`src/rtl/spt_pkg.sv`:
```
package spt_pkg;

  typedef enum logic [2:0] {
    OP_NEW    = 3'd0,
    OP_OFFSET = 3'd1,
    OP_LENGTH = 3'd2,
    OP_STRIDE = 3'd3,
    OP_FREE   = 3'd4
  } op_e;

  typedef struct packed {
    logic genStart;
    logic genStep;
    logic cmdNew;
    logic wrOff;
    logic wrLen;
    logic wrStr;
    logic doFree;
  } strobe_t;

endpackage

```
`src/rtl/spt_datapath.sv`:
```
module spt_datapath
  import spt_pkg::*;
#(
  parameter int N_ENTRIES = 8,
  parameter int ADDR_W    = 16,
  parameter int LEN_W     = 8,
  parameter int IDX_W     = 3
) (
  input  logic              clk,
  input  logic              rstN,
  input  strobe_t           strb,
  input  logic [IDX_W-1:0]  cmdIdx,
  input  logic [ADDR_W-1:0] cmdData,
  input  logic [ADDR_W-1:0] lkAddr,
  output logic [IDX_W-1:0]  freeIdx,
  output logic              tableFull,
  output logic              matchHit,
  output logic [ADDR_W-1:0] specAddr,
  output logic              lastElem
);

  logic              allocArr [N_ENTRIES];
  logic [ADDR_W-1:0] offArr   [N_ENTRIES];
  logic [LEN_W-1:0]  lenArr   [N_ENTRIES];
  logic [ADDR_W-1:0] strArr   [N_ENTRIES];
  logic [N_ENTRIES-1:0] matchVec;

  for (genvar i = 0; i < N_ENTRIES; i++) begin : gen_entry
    localparam logic [IDX_W-1:0] SLOT = IDX_W'(i);
    logic              allocQ, hasOffQ, hasLenQ, hasStrQ;
    logic [ADDR_W-1:0] offQ, strQ;
    logic [LEN_W-1:0]  lenQ;
    logic              target;

    assign target = allocQ && (cmdIdx == SLOT);

    always_ff @(posedge clk) begin
      if (!rstN) begin
        allocQ  <= 1'b0;
        hasOffQ <= 1'b0;
        hasLenQ <= 1'b0;
        hasStrQ <= 1'b0;
        offQ    <= '0;
        lenQ    <= '0;
        strQ    <= '0;
      end else if (strb.cmdNew && freeIdx == SLOT) begin
        allocQ  <= 1'b1;
        hasOffQ <= 1'b0;
        hasLenQ <= 1'b0;
        hasStrQ <= 1'b0;
      end else if (strb.doFree && cmdIdx == SLOT) begin
        allocQ  <= 1'b0;
        hasOffQ <= 1'b0;
        hasLenQ <= 1'b0;
        hasStrQ <= 1'b0;
      end else if (target) begin
        if (strb.wrOff) begin
          offQ    <= cmdData;
          hasOffQ <= 1'b1;
        end
        if (strb.wrLen) begin
          lenQ    <= cmdData[LEN_W-1:0];
          hasLenQ <= 1'b1;
        end
        if (strb.wrStr) begin
          strQ    <= cmdData;
          hasStrQ <= 1'b1;
        end
      end
    end

    assign allocArr[i] = allocQ;
    assign offArr[i]   = offQ;
    assign lenArr[i]   = lenQ;
    assign strArr[i]   = strQ;
    assign matchVec[i] = allocQ && hasOffQ && hasLenQ && hasStrQ &&
                         (lenQ != '0) && (offQ == lkAddr);
  end

  // lowest free slot and lowest matching slot
  logic [IDX_W-1:0] matchIdx;
  always_comb begin
    freeIdx   = '0;
    tableFull = 1'b1;
    matchIdx  = '0;
    for (int i = N_ENTRIES - 1; i >= 0; i--) begin
      if (!allocArr[i]) begin
        freeIdx   = IDX_W'(i);
        tableFull = 1'b0;
      end
      if (matchVec[i]) matchIdx = IDX_W'(i);
    end
  end
  assign matchHit = |matchVec;

  // address generator, loaded from the winning slot at stream start
  logic [ADDR_W-1:0] curAddrQ, stepQ;
  logic [LEN_W-1:0]  remainQ;

  always_ff @(posedge clk) begin
    if (!rstN) begin
      curAddrQ <= '0;
      stepQ    <= '0;
      remainQ  <= '0;
    end else if (strb.genStart) begin
      curAddrQ <= offArr[matchIdx] + ADDR_W'(1);
      stepQ    <= strArr[matchIdx] + ADDR_W'(1);
      remainQ  <= lenArr[matchIdx] - LEN_W'(1);
    end else if (strb.genStep && remainQ != '0) begin
      curAddrQ <= curAddrQ + stepQ;
      remainQ  <= remainQ - LEN_W'(1);
    end
  end

  assign specAddr = curAddrQ;
  assign lastElem = (remainQ == '0);


  new_alloc_chk: assert property (@(posedge clk) disable iff (!rstN)
    strb.cmdNew |=> allocArr[$past(freeIdx)]);


  free_clears_chk: assert property (@(posedge clk) disable iff (!rstN)
    strb.doFree |=> !allocArr[$past(cmdIdx)]);

endmodule

```
`src/rtl/spt_ctrl.sv`:
```
module spt_ctrl
  import spt_pkg::*;
#(
  parameter int IDX_W = 3
) (
  input  logic             clk,
  input  logic             rstN,
  input  logic             cmdValid,
  input  logic [2:0]       cmdOp,
  input  logic [IDX_W-1:0] freeIdx,
  input  logic             tableFull,
  input  logic             lkValid,
  input  logic             matchHit,
  input  logic             specReady,
  input  logic             lastElem,
  output strobe_t          strb,
  output logic             rspValid,
  output logic [IDX_W-1:0] rspIdx,
  output logic             rspErr,
  output logic             lkHit,
  output logic             lkMiss,
  output logic             genActive
);

  typedef enum logic {S_IDLE, S_GEN} state_e;
  state_e stateQ;

  logic lookupFire, genDone, opNew;

  assign lookupFire = lkValid && (stateQ == S_IDLE);
  assign opNew      = cmdValid && (cmdOp == OP_NEW);

  always_comb begin
    strb.genStart = lookupFire && matchHit;
    strb.genStep  = (stateQ == S_GEN) && specReady;
    strb.cmdNew   = opNew && !tableFull;
    strb.wrOff    = cmdValid && (cmdOp == OP_OFFSET);
    strb.wrLen    = cmdValid && (cmdOp == OP_LENGTH);
    strb.wrStr    = cmdValid && (cmdOp == OP_STRIDE);
    strb.doFree   = cmdValid && (cmdOp == OP_FREE);
  end
  assign genDone = strb.genStep && lastElem;

  always_ff @(posedge clk) begin
    if (!rstN) begin
      stateQ   <= S_IDLE;
      lkHit    <= 1'b0;
      lkMiss   <= 1'b0;
      rspValid <= 1'b0;
      rspIdx   <= '0;
      rspErr   <= 1'b0;
    end else begin
      lkHit    <= lookupFire && matchHit;
      lkMiss   <= lookupFire && !matchHit;
      rspValid <= opNew;
      rspIdx   <= freeIdx;
      rspErr   <= opNew && tableFull;
      case (stateQ)
        S_IDLE:  if (strb.genStart) stateQ <= S_GEN;
        S_GEN:   if (genDone) stateQ <= S_IDLE;
        default: stateQ <= S_IDLE;
      endcase
    end
  end

  assign genActive = (stateQ == S_GEN);


  busy_refuse_chk: assert property (@(posedge clk) disable iff (!rstN)
    (lkValid && genActive) |=> (!lkHit && !lkMiss));


  done_clears_chk: assert property (@(posedge clk) disable iff (!rstN)
    (genActive && specReady && lastElem) |=> !genActive);


  hit_miss_excl_chk: assert property (@(posedge clk) disable iff (!rstN)
    $onehot0({lkHit, lkMiss}));


  miss_quiet_chk: assert property (@(posedge clk) disable iff (!rstN)
    lkMiss |-> !genActive);

endmodule

```
`src/rtl/stride_pattern_table.sv`:
```
module stride_pattern_table
  import spt_pkg::*;
#(
  parameter int  N_ENTRIES = 8,
  parameter int  ADDR_W    = 16,
  parameter int  LEN_W     = 8,
  localparam int IDX_W     = $clog2(N_ENTRIES)
) (
  input  logic              clk,
  input  logic              rstN,
  input  logic              cmdValid,
  input  logic [2:0]        cmdOp,
  input  logic [IDX_W-1:0]  cmdIdx,
  input  logic [ADDR_W-1:0] cmdData,
  output logic              rspValid,
  output logic [IDX_W-1:0]  rspIdx,
  output logic              rspErr,
  input  logic              lkValid,
  input  logic [ADDR_W-1:0] lkAddr,
  output logic              lkHit,
  output logic              lkMiss,
  output logic              busy,
  output logic              specValid,
  input  logic              specReady,
  output logic [ADDR_W-1:0] specAddr,
  output logic              specLast
);

  strobe_t          strb;
  logic [IDX_W-1:0] freeIdx;
  logic             tableFull, matchHit, lastElem, genActive;

  spt_ctrl #(.IDX_W(IDX_W)) u_ctrl (
    .clk       (clk),
    .rstN      (rstN),
    .cmdValid  (cmdValid),
    .cmdOp     (cmdOp),
    .freeIdx   (freeIdx),
    .tableFull (tableFull),
    .lkValid   (lkValid),
    .matchHit  (matchHit),
    .specReady (specReady),
    .lastElem  (lastElem),
    .strb      (strb),
    .rspValid  (rspValid),
    .rspIdx    (rspIdx),
    .rspErr    (rspErr),
    .lkHit     (lkHit),
    .lkMiss    (lkMiss),
    .genActive (genActive)
  );

  spt_datapath #(
    .N_ENTRIES (N_ENTRIES),
    .ADDR_W    (ADDR_W),
    .LEN_W     (LEN_W),
    .IDX_W     (IDX_W)
  ) u_dp (
    .clk       (clk),
    .rstN      (rstN),
    .strb      (strb),
    .cmdIdx    (cmdIdx),
    .cmdData   (cmdData),
    .lkAddr    (lkAddr),
    .freeIdx   (freeIdx),
    .tableFull (tableFull),
    .matchHit  (matchHit),
    .specAddr  (specAddr),
    .lastElem  (lastElem)
  );

  assign busy      = genActive;
  assign specValid = genActive;
  assign specLast  = genActive && lastElem;


  stall_hold_chk: assert property (@(posedge clk) disable iff (!rstN)
    (specValid && !specReady) |=> (specValid && $stable(specAddr)));

endmodule

```
`config.mk`:
```
export PLATFORM = sky130hd
export DESIGN_NAME = stride_pattern_table
export DESIGN_NICKNAME = d
export VERILOG_FILES = /design/src/rtl/spt_pkg.sv /design/src/rtl/spt_datapath.sv /design/src/rtl/spt_ctrl.sv /design/src/rtl/stride_pattern_table.sv
export SDC_FILE = /design/constraint.sdc
export NUM_CORES = 1
export LEC_CHECK = 0
export CELL_PAD_IN_SITES_DETAIL_PLACEMENT = 1
export CELL_PAD_IN_SITES_GLOBAL_PLACEMENT = 2
export CORE_MARGIN = 5
export CORE_UTILIZATION = 39
export CTS_BUF_LIST = sky130_fd_sc_hd__clkbuf_16
export DETAILED_ROUTE_END_ITERATION = 8
export DONT_BUFFER_PORTS = 1
export PLACE_DENSITY = 0.83
export SYNTH_ARGS = -nofsm -noshare
export SYNTH_HDL_FRONTEND = slang
export SYNTH_SLANG_ARGS = --single-unit
```
`constraint.sdc`:
```
create_clock -name clk -period 6.9 [get_ports clk]
set_input_delay 1.38 -clock clk [delete_from_list [all_inputs] [get_ports clk]]
set_output_delay 1.38 -clock clk [all_outputs]
set_load 0.02 [all_outputs]
```
# Yosys cells after proc, flatten, opt, wreduce, memory -nomap -nowiden
# Cells that the tools add are included.
# op_classes
bitwise	19
addsub	5
order_cmp	1
n_eq_ne	26
reduce_logical	159
muxes	56
# ops
operator	count
== test 16 bit	8
binary-select mux 16 bit (select 3 bit)	2
2-to-1 mux 16 bit	6
AND reduction 4 bit	24
logical AND 1 bit	78
nonzero test 8 bit	9
2-to-1 mux 3 bit	16
AND reduction 2 bit	24
adder 16 x 1 -> 16 bit (second input constant)	2
2-to-1 mux 8 bit	4
== test 3 bit (second input constant)	9
2-to-1 mux 1 bit	26
binary-select mux 8 bit (select 3 bit)	1
OR reduction 3 bit	8
== test 3 x 2 -> 1 bit (second input constant)	6
NOT 1 bit	18
nonzero test 2 bit	9
adder 16 bit	1
subtractor 8 x 1 -> 8 bit (second input constant)	2
== test 3 x 1 -> 1 bit (second input constant)	3
zero test 3 bit	3
zero test 8 bit	1
OR reduction 8 bit	1
>= comparator 4 bit (second input constant)	1
other kinds (3)	4
# word_totals
word_cells	331
inputBits	43
register_bits	400

# Longest topological paths before layout
# logic_depth
depth_word	19
mapped_depth	19
mapped_depth_nobuf	16

# Cells and area by module
# Synthesis repeated with hierarchy kept, for this count alone.
# unflattened
hier_cells	2448
area_unflattened_um2	21201.6
# by_module_without_submodules
mod	area_each_um2	n_inst	cells_per_inst
spt_datapath	20882.5	1	2419
spt_ctrl	305.3	1	27
stride_pattern_table	13.8	1	2

# Worst setup path before layout
# Ideal clock, no wire load.
# synth_path
path_kind	input-to-reg
startpoint	input port lkAddr[9]
endpoint	register u_dp.curAddrQ[14] (netlist: u_dp.specAddr[14])
t_arrival_ns	5.130
n_path_buf	2
slack_ns	1.648
setup_ns	0.122
t_required_ns	6.778
path_stages	16
path_cell_list	buf_2 xor2_1 or4b_1 or4_1 nor3_2 nor4_1 nor4_4 nor2_2 buf_2 a22o_1 a221oi_2 ha_1 nand4b_1 nor4_1 nor3_1 a221o_1
# synth_between
elab_chain_cells	16
# synth_rtl
element	line	text
from (decl)	stride_pattern_table.sv:19	input logic [ADDR_W-1:0] lkAddr,
== test 16 bit	spt_datapath.sv:77	(lenQ != '0) && (offQ == lkAddr);
logical AND 1 bit	spt_datapath.sv:77	
2-to-1 mux 3 bit (8 in series)	spt_datapath.sv:91	if (matchVec[i]) matchIdx = IDX_W'(i);
NOT 3 -> 4 bit (implied by the code)	spt_datapath.sv:106	curAddrQ <= offArr[matchIdx] + ADDR_W'(1);
binary-select mux 16 bit (select 3 bit)	spt_datapath.sv:106	
2-to-1 mux 16 bit (implied by the code) (2 in series)	spt_datapath.sv:106	
adder 16 x 1 -> 16 bit	spt_datapath.sv:106	
2-to-1 mux 16 bit	spt_datapath.sv:105	end else if (strb.genStart) begin
to (signal assigned)	spt_datapath.sv:106	
to (signal assigned)	spt_datapath.sv:110	curAddrQ <= curAddrQ + stepQ;
to (decl)	spt_datapath.sv:97	logic [ADDR_W-1:0] curAddrQ, stepQ;
# Several ways; a longest one is shown, not always the timed one. The select of a mux whose other input is x is not followed.
# A chain may end at the register's enable or synchronous reset.

# Worst setup path in the final report
# layout_path
startpoint	input port lkAddr[10]
endpoint	register u_dp.remainQ[5]
# layout_between
elab_chain_cells	16
# layout_rtl
element	line	text
== test 16 bit	spt_datapath.sv:77	
logical AND 1 bit	spt_datapath.sv:77	
2-to-1 mux 3 bit (8 in series)	spt_datapath.sv:91	
NOT 3 -> 4 bit (implied by the code)	spt_datapath.sv:108	remainQ <= lenArr[matchIdx] - LEN_W'(1);
binary-select mux 8 bit (select 3 bit)	spt_datapath.sv:108	
2-to-1 mux 8 bit (implied by the code) (2 in series)	spt_datapath.sv:108	
subtractor 8 x 1 -> 8 bit	spt_datapath.sv:108	
2-to-1 mux 8 bit	spt_datapath.sv:105	
to (signal assigned)	spt_datapath.sv:108	
to (signal assigned)	spt_datapath.sv:111	remainQ <= remainQ - LEN_W'(1);
to (decl)	spt_datapath.sv:98	logic [LEN_W-1:0] remainQ;
# Several ways; a longest one is shown, not always the timed one. The select of a mux whose other input is x is not followed.

==> impl_metrics.tcl <==
set metrics [dict create \
    status "complete, no violations" \
    synth_flop_cell "dfxtp_1" \
    critical_path.most_common_cell "buf_12" \
    synthMuxAreaShare 0.1216 \
    pin_count 69 \
    switchingPower_w 0.001121 \
    tightest_slew_ns 1.269 \
    grt_busiest_layer "met2" \
    ant_nets 0 \
    drive_gt1_frac 0.06318 \
    power.internal_w 0.003583 \
    p_leak_nw 8.620 \
    synth_edf_count 0 \
    synth-simple-area-share 0.2219 \
    syn_nets 2600 \
    grt_max_degree 155 \
    p_sw_frac 0.2383 \
    routabilityCongestion 0.9566 \
    yosysWarnings 0 \
    cts_resized 0 \
    drv_cap 0 \
    crit_chain "xor2_1 -> a211oi_1 -> nand4b_1 -> or2_2 -> a21o_1 -> a221oi_4 -> buf_12 -> buf_12 -> buf_4 -> mux2i_1 -> a221oi_1 -> or3_1 -> o31ai_1 -> nand3_1 -> a311oi_1" \
    synth_xor_area_frac 0.06926 \
    skew_ns 0.03282 \
    hp-class "reg2reg" \
    critical_path_peak_fanout 27 \
    synth_top_area_share 0.3909 \
    cts_setup_buffers 0 \
    synthAdderAreaFrac 0.01197 \
    rows 84 \
    final.min_clock_period_ns 5.922 \
    synth_compound_area_frac 0.1416 \
    rsz0062_at_grt "false" \
    worst_slack_ns 0.9776 \
    dr.pass1.iters 5 \
    slew_viol_final 0 \
    p_seq_frac 0.492 \
    grt_first_pass_wirelength_mm 123.3 \
    setup-violations-final 0 \
    area_growth_pct 9.308 \
    powerDensity_mw_per_mm2 210.0 \
    clock_power_share 0.485 \
    synth_seq_area_share 0.3909 \
    drc 0 \
    htreeDepth 2 \
    fmax_mhz 168.9 \
    grt.met2_usage 0.4568 \
    critPathSlowestCell "a211oi_1" \
    clk_latency_ns 0.62 \
    cts_made_buffers 47 \
    synth_top_family_by_area "simple AND/OR/NAND/NOR gates" \
    tns_ns 0 \
    cp-start-kind "primary input" \
    cpPeakStageDelay_ns 0.79 \
    fin_nets 2513 \
    die_area_mm2 0.05721 \
    ir_drop_uv 169.4 \
    grt_pass1_vias 19048 \
    yosysTopAreaCell "dfxtp_1" \
    yosys_register_bits 400 \
    port_buffers 0 \
    cts_tree "done" \
    clockBufferDepth 3 \
    cts.root.buffer_cell "clkbuf_16" \
    clock_sinks 400 \
    finish.utilization 0.4279 \
    place_ws_ns 0.5613 \
    wirelength_mm 82.36 \
    grt_overflow_total 0 \
    wl_per_cell_um 25.96 \
    avgSynthCellArea_um2 8.072 \
    yosys-top-cells-area "dfxtp_1, nand2_1, mux2i_1" \
    antenna_found_initial 1 \
    grt_use_total 0.2805 \
    comb_power_share 0.024 \
    hpwlAfterDp_mm 58.44 \
    end_kind "register" \
    initial_core_util 0.3914 \
    coreArea_mm2 0.05234 \
    syn-instance-count 2538 \
    cts.clk_slew.worst_paths_ns 0.06 \
    drt_iter0_markers 1362 \
    via_per_inst 5.849 \
    async_flop_share 0 \
    synthesis.area_mm2 0.02049 \
    met3_usage 0.03938 \
    synth.most_common_cell "nand2_1" \
    hold_buffers 0 \
    hold_viol_final 0 \
    hold_slack_ns 0.4555 \
    path_class "in2reg" \
    fin_crit_sh 0.8583 \
    num_vias 18560 \
    relSlewSlack 0.1463 \
    die_w_um 239.2 \
    die_h_um 239.2 \
    diodes 0 \
    cp.required_ns 7.39 \
    synth.top_cells.by_count "nand2_1, dfxtp_1, a21oi_1" \
    cp.arrival_ns 6.42 \
    synth_cell_types 70 \
    grt.met1_usage 0.3882 \
]
[stage by stage]
stage                     total power [W]  instances  area, µm²
after global routing             0.004848       3173      22390
final                            0.004703       3173      22390
after detailed placement         0.002472       3090      21020
after floorplan                  0.002483       2538      20490
after CTS                        0.004745       3173      22390
after global placement           0.002473       3090      21020
[routing by layer]
metal,vias to the layer above,wire length (µm)
met5,-,0
met4,0,2362
met3,105,4052
met2,462,37930
met1,9447,38010
li1,8546,-
[flip-flops by register name, summed over array words and instances, names as in the netlist]
register / count
u_ctrl.genActive: 1
u_ctrl.lkHit: 1
u_ctrl.lkMiss: 1
u_ctrl.rspErr: 1
u_ctrl.rspIdx: 3
u_ctrl.rspValid: 1
u_dp.gen_entry.allocQ: 8
u_dp.gen_entry.hasLenQ: 8
u_dp.gen_entry.hasOffQ: 8
u_dp.gen_entry.hasStrQ: 8
u_dp.gen_entry.lenQ: 64
u_dp.gen_entry.offQ: 128
u_dp.gen_entry.strQ: 128
u_dp.remainQ: 8
u_dp.specAddr: 16
u_dp.stepQ: 16
[kinds of logic after synthesis]
family	count (synthesis)
AOI/OAI and AO/OA	477
xor gates and xnor gates	162
adders and majority gates	19
buffers and inverters	202
DFF	400
muxes	247
and+or+nand+nor	1031
[final timing paths]
kind / end / depth (start not counted) / start / slack [ns]
min: u_dp.gen_entry[1].strQ[5] / 2 / u_dp.gen_entry[1].strQ[5] / 0.46
max: u_dp.remainQ[5] / 15 / lkAddr[10] / 0.98
max reg2reg: u_dp.remainQ[5] / 15 / u_dp.gen_entry[6].allocQ / 1.28
min reg2reg: u_dp.gen_entry[1].strQ[5] / 2 / u_dp.gen_entry[1].strQ[5] / 0.46
[power by group through the flow]
| stage | Combinational, W | Clock (W) | Sequential (W) |
|---|---|---|---|
| 5_1_grt | 0.000119 | 0.00242 | 0.00231 |
| 2_1_floorplan | 0.000121 | 0 | 0.00236 |
| 6_report | 0.000111 | 0.00228 | 0.00231 |
| 4_1_cts | 0.000110 | 0.00232 | 0.00231 |
| 3_3_place_gp | 0.000110 | 0 | 0.00236 |
| 3_5_place_dp | 0.000109 | 0 | 0.00236 |
[layout by cell type (no fill, tap or decap), types with 23 or more instances in the layout]
master / count
nand2_1: 621
dfxtp_1: 400
a21oi_1: 302
mux2i_1: 232
nor2_1: 175
xor2_1: 97
xnor2_1: 65
clkbuf_16: 47
nor4_1: 44
buf_4: 40
o21ai_0: 35
nand4_1: 31
a211oi_1: 29
inv_1: 29
nor3_1: 28
nand3_1: 27
and3_1: 25
a22o_1: 25
o21a_1: 23
[final cells by class]
class | instances | area, µm²
inverters | 19 | 78.83
repair buffers | 47 | 440.4
clock buffers | 47 | 1176
clock inverters | 36 | 201.4
multi-input cells | 1936 | 11630
flip-flops and latches | 400 | 8008
fillers | 6282 | 29950
well taps | 688 | 860.8
[critical path: cells and delay by family]
family	cells	cell delay, ns
mux	1	0.51
compound gates	6	2.29
simple gates	4	1.26
buf+inv	3	0.77
xor+xnor	1	0.17
No activity file was read; power rests on OpenSTA's default activity.
